File: config.mk
export PLATFORM = sky130hd
export DESIGN_NAME = word_serdes_lpar
export DESIGN_NICKNAME = d
export VERILOG_FILES = /design/src/rtl/word_serdes_lpar.sv
export SDC_FILE = /design/constraint.sdc
export NUM_CORES = 1
export LEC_CHECK = 0
export BUFFER_PORTS_ARGS = -buffer_cell sky130_fd_sc_hd__buf_4
export CAP_MARGIN = 10
export CORE_ASPECT_RATIO = 0.5
export CORE_UTILIZATION = 35
export DETAILED_ROUTE_END_ITERATION = 8
export PLACE_DENSITY = 0.51
export SLEW_MARGIN = 20
export SYNTH_ARGS = -nofsm -noshare
export SYNTH_HDL_FRONTEND = slang
export SYNTH_SLANG_ARGS = --single-unit
File: constraint.sdc
create_clock -name clk -period 2.65 [get_ports clk]
set_clock_uncertainty 0.1 [all_clocks]
set_input_delay 0.6625 -clock clk [delete_from_list [all_inputs] [get_ports clk]]
set_output_delay 0.6625 -clock clk [all_outputs]
set_load 0.02 [all_outputs]
File: src/rtl/word_serdes_lpar.sv
module word_serdes_lpar #(
  parameter int W      = 36,
  parameter int CYL_W  = 8,
  parameter int HEAD_W = 5,
  parameter int SECT_W = 4
) (
  input  logic              clk,
  input  logic              rst_n,
  input  logic              sector_clr,
  input  logic [1:0]        half_clr,
  input  logic              wr_load,
  input  logic [W-1:0]      wr_word,
  input  logic              wr_lpw,
  output logic              ser_out,
  output logic              ser_valid,
  input  logic              ser_in,
  input  logic              ser_in_valid,
  input  logic              rd_lpw,
  output logic [W-1:0]      rd_word,
  output logic              rd_valid,
  output logic              word_perr,
  output logic              lpar_err,
  input  logic              hdr_xor,
  input  logic [CYL_W-1:0]  hdr_cyl,
  input  logic [HEAD_W-1:0] hdr_head,
  input  logic [SECT_W-1:0] hdr_sect,
  output logic [W-1:0]      acc
);

  localparam int H       = W / 2;
  localparam int CNT_W   = $clog2(W + 1);
  localparam int HEAD_LO = H + CYL_W;
  localparam int GAP_BIT = HEAD_LO + HEAD_W;
  localparam int SECT_LO = W - SECT_W;
  localparam logic [CNT_W-1:0] LAST = CNT_W'(W);

  logic [W:0]       sr;
  logic [CNT_W-1:0] wcnt, rcnt;
  logic             busy;

  wire wr_go   = !busy && rcnt == '0 && (wr_load || wr_lpw);
  wire rd_take = ser_in_valid && !busy && !wr_go;
  wire rd_done = rd_take && rcnt == LAST;

  logic [W-1:0] wr_src, rd_data, hdr_word, acc_xor, acc_n;

  assign wr_src    = wr_load ? wr_word : ~acc;
  assign rd_data   = sr[W-1:0];
  assign ser_out   = sr[W];
  assign ser_valid = busy;

  always_comb begin
    hdr_word = '0;
    hdr_word[H +: CYL_W]        = hdr_cyl;
    hdr_word[HEAD_LO +: HEAD_W] = hdr_head;
    hdr_word[SECT_LO +: SECT_W] = hdr_sect;
  end

  assign acc_xor = ((wr_go && wr_load)    ? wr_word  : '0)
                 ^ ((rd_done && !rd_lpw)  ? rd_data  : '0)
                 ^ (hdr_xor               ? hdr_word : '0);

  always_comb begin
    acc_n = acc ^ acc_xor;
    if (half_clr[0]) acc_n[H-1:0] = '0;
    if (half_clr[1]) acc_n[W-1:H] = '0;
    if (sector_clr)  acc_n = '0;
  end

  always_ff @(posedge clk or negedge rst_n) begin
    if (!rst_n) begin
      sr   <= '0;
      wcnt <= '0;
      rcnt <= '0;
      busy <= 1'b0;
    end else begin
      if (wr_go) begin
        sr   <= {wr_src, ~^wr_src};
        busy <= 1'b1;
        wcnt <= '0;
      end else if (busy) begin
        sr   <= {sr[W-1:0], 1'b0};
        wcnt <= wcnt + 1'b1;
        if (wcnt == LAST) busy <= 1'b0;
      end else if (rd_take) begin
        sr   <= {sr[W-1:0], ser_in};
        rcnt <= rd_done ? '0 : rcnt + 1'b1;
      end
      if (sector_clr) rcnt <= '0;
    end
  end

  always_ff @(posedge clk or negedge rst_n) begin
    if (!rst_n) begin
      rd_word   <= '0;
      rd_valid  <= 1'b0;
      word_perr <= 1'b0;
      lpar_err  <= 1'b0;
      acc       <= '0;
    end else begin
      rd_valid <= rd_done;
      if (rd_done) rd_word <= rd_data;
      if (sector_clr) word_perr <= 1'b0;
      else if (rd_done && !(^{rd_data, ser_in})) word_perr <= 1'b1;
      if (sector_clr) lpar_err <= 1'b0;
      else if (rd_done && rd_lpw && acc != ~rd_data) lpar_err <= 1'b1;
      acc <= acc_n;
    end
  end

  wire quiet_acc = !hdr_xor && half_clr == 2'b00 && !sector_clr;

  assert_start_cause_R1: assert property (@(posedge clk) disable iff (!rst_n)
    $rose(ser_valid) |-> $past(wr_load || wr_lpw));

  assert_odd_frame_R2: assert property (@(posedge clk) disable iff (!rst_n)
    wr_go |=> (^sr) == 1'b1);

  assert_busy_ignores_R3: assert property (@(posedge clk) disable iff (!rst_n)
    (ser_valid && (wr_load || wr_lpw) && quiet_acc) |=> acc == $past(acc));

  assert_lpw_keeps_acc_R5: assert property (@(posedge clk) disable iff (!rst_n)
    (wr_go && !wr_load && quiet_acc) |=> acc == $past(acc));

  assert_rd_pulse_R6: assert property (@(posedge clk) disable iff (!rst_n)
    rd_valid |=> !rd_valid);

  assert_perr_sticky_R7: assert property (@(posedge clk) disable iff (!rst_n)
    (word_perr && !sector_clr) |=> word_perr);

  assert_lerr_sticky_R9: assert property (@(posedge clk) disable iff (!rst_n)
    (lpar_err && !sector_clr) |=> lpar_err);

  assert_hdr_gap_R10: assert property (@(posedge clk) disable iff (!rst_n)
    (hdr_xor && !sector_clr && half_clr == 2'b00 && !wr_go && !rd_done)
      |=> acc[GAP_BIT] == $past(acc[GAP_BIT]) && acc[H-1:0] == $past(acc[H-1:0]));

  assert_clear_R12: assert property (@(posedge clk) disable iff (!rst_n)
    sector_clr |=> (acc == '0 && !word_perr && !lpar_err));

endmodule

==> metrics <==
Yosys reg bits=125; setup repair after global routing missed its margin=false; final wirelength=22700 um; worst-margin pin slew=0.556 ns; cell area after synthesis=7690 um2; Worst EP arrival=2.64 ns; clock period minus worst slack=2.40 ns; Mean Syn Cell Area=9.40 um2; hold buffer count at cts=0; Resized cells post-CTS=0; Synth async-reset ratio=100%; pwr dens=910 nW/um2; total vias in the final route=6189; routed vias/inst=4.90; DR iter-0 viols=340; fillers=2077; overall power=0.00889 W; clk sinks=125; fin. max-slew vios=0; footprint of the multi-input gates=4260 um2; Longest Clk Path Bufs=2; first-pass GRT wire length=35500 um; H-tree levels=4; Die Y=107 um; Worst EP required=2.89 ns; fin crit share=90.6%; vias in the first global route=6106; Root Driver=clkbuf_16; DIE AREA=22600 um2; Max Clock Freq=0.417 GHz; internal cell power=0.00552 W; Pre-Repair DR Iteration Count=5; DRC viols=0; layout cells sized above 1=26.6%; Initial Util=36.6%; FF/Latch Area=3130 um2; Yosys Warn Count=0; Final nets=1026; Gate Count Post-Synth=818; GR Overflow Total=0; Seq pwr share=33.4%; logic gate share of total power=42.0%; commonest non-fill, non-tap cell in the layout=buf_4; DR WL/cell=18.0 um; worst min-delay path class=input pin to async pin; TritonCTS clock tree=yes; antenna cell count=0; synthesized net count=886; total CTS buffers=17; core area=21000 um2; Clk pwr share=24.7%; RD Place Congestion=0.818; Worst Setup Start Kind=input pin; Final Hold Violating Endpoints=0; Primary FF master, synth=dfrtp_1; Switch Pwr=0.00337 W; # rows=37; Post-synth EDFFs=0; post-synthesis sequential area ratio=40.7%; worst-case vdd ir drop=0.620 mV; maxcap violations=0; DP HPWL=16500 um; relative slew slack=62.8%; largest net degree at the start of global routing=57; Leakage=4.60 nW; run status=finished, final reports clean; most frequent cells in the layout=buf_4, nor2_1, dfrtp_1, a21oi_1, xor2_1; Switching Share=37.9%; worst-case hold slack=0.0226 ns; critical path class=input pin to flip-flop; Worst Path Max Fanout=30; I/O pins=141; Clk Latency, worst-skew pair=0.42 ns; die width=212 um; Tot GR Track Use=20.9%; PortBufs=140; Netlist cell types=37; Worst Setup End Kind=flip-flop; Setup violations, final=0; initial antenna violation count=0; synth-to-layout area growth=27.1%; Reg clk slew, reported paths=0.06 ns; post-route ant nets=0; Post-CTS Setup Inserts=0
sequential cells by signal, indices dropped and copies added, names as in the netlist:
signal     flops
sr            37
lpar_err       1
acc           36
rd_valid       1
word_perr      1
rcnt           6
rd_word       36
wcnt           6
ser_valid      1
through the flow:
stage	setup WS [ns]	std cells	area, um2	TNS, ns	util (%)
global placement	-0.131	1231	9240	-0.131	43.9
global route	0.200	1262	9770	0	46.5
CTS	0.284	1262	9770	0	46.5
finish	0.250	1262	9770	0	46.5
floorplan	0.402	818	7690	0	-
detailed placement	-0.164	1231	9240	-0.164	43.9
metal layers:
layer | up-vias | GRT usage (%) | share of wire [%]
li1 | 2982 | - | -
met1 | 3072 | 30.0 | 50
met2 | 129 | 32.5 | 46
met3 | 6 | 4.42 | 4.2
met4 | 0 | 3.99 | 0.37
met5 | - | 0 | 0
cell usage after synthesis, drive strengths merged, types with 2 or more instances:
cell type / instances / area (um2)
a21oi: 105 / 526
nand4: 13 / 81.3
o21ai: 5 / 25.0
nor2: 147 / 552
nor3: 7 / 40.0
nand2: 61 / 229
a22oi: 19 / 193
inv: 8 / 30.0
clkbuf: 21 / 78.8
o211a: 2 / 27.5
xnor3: 3 / 67.6
xor2: 100 / 876
or3: 3 / 18.8
mux2: 39 / 439
or2: 2 / 12.5
mux2i: 18 / 180
buf: 31 / 191
ha: 4 / 50.1
dfrtp: 125 / 3130
xnor2: 93 / 815
nor4: 3 / 18.8
worst paths after layout:
path | start | to | slack (ns) | depth (start not counted)
min | rst_n | wcnt[0] | 0.02 | 1
max in group asynchronous | rst_n | rd_word[25] | 1.81 | 2
max | wr_load | sr[0] | 0.25 | 7
max reg2reg | rcnt[0] | sr[10] | 0.36 | 8
min reg2reg | word_perr | word_perr | 0.40 | 2
min in group clk | word_perr | word_perr | 0.40 | 2
logic make-up (layout without fill, tap and decap cells):
| kind of cell | Yosys count | in the layout | synth area share [%] |
|---|---|---|---|
| buffers and inverters | 60 | 212 | 3.91 |
| muxes | 57 | 57 | 8.06 |
| DFF | 125 | 125 | 40.7 |
| adders and majority gates | 4 | 4 | 0.651 |
| and+or+nand+nor | 241 | 241 | 13.2 |
| xor gates and xnor gates | 197 | 197 | 23.2 |
| AOI/OAI and AO/OA | 134 | 134 | 10.3 |
power groups by stage:
| stage | sequential (W) | clock (W) | combinational (W) |
|---|---|---|---|
| after floorplan | 0.00277 | 0 | 0.00277 |
| after global routing | 0.00304 | 0.00231 | 0.00407 |
| after CTS | 0.00296 | 0.00224 | 0.00377 |
| after detailed placement | 0.00299 | 0 | 0.00374 |
| after global placement | 0.00299 | 0 | 0.00370 |
| final | 0.00297 | 0.00219 | 0.00373 |
critical path, stage by stage:
cell	delay, ns
buf_4	0.37
mux2i_1	0.53
xnor2_1	0.19
xnor2_1	0.14
xnor3_1	0.41
xnor3_1	0.18
o21ai_1	0.13
cell type report:
cell class / count / area share, %
repair buffers: 173 / 14.8
clock buffers: 22 / 4.75
flip-flops and latches: 125 / 32.0
inverters: 8 / 0.307
clock inverters: 9 / 0.717
multi-input cells: 633 / 43.6
well taps: 292 / 3.74
Power figures use the tool's default switching activity.
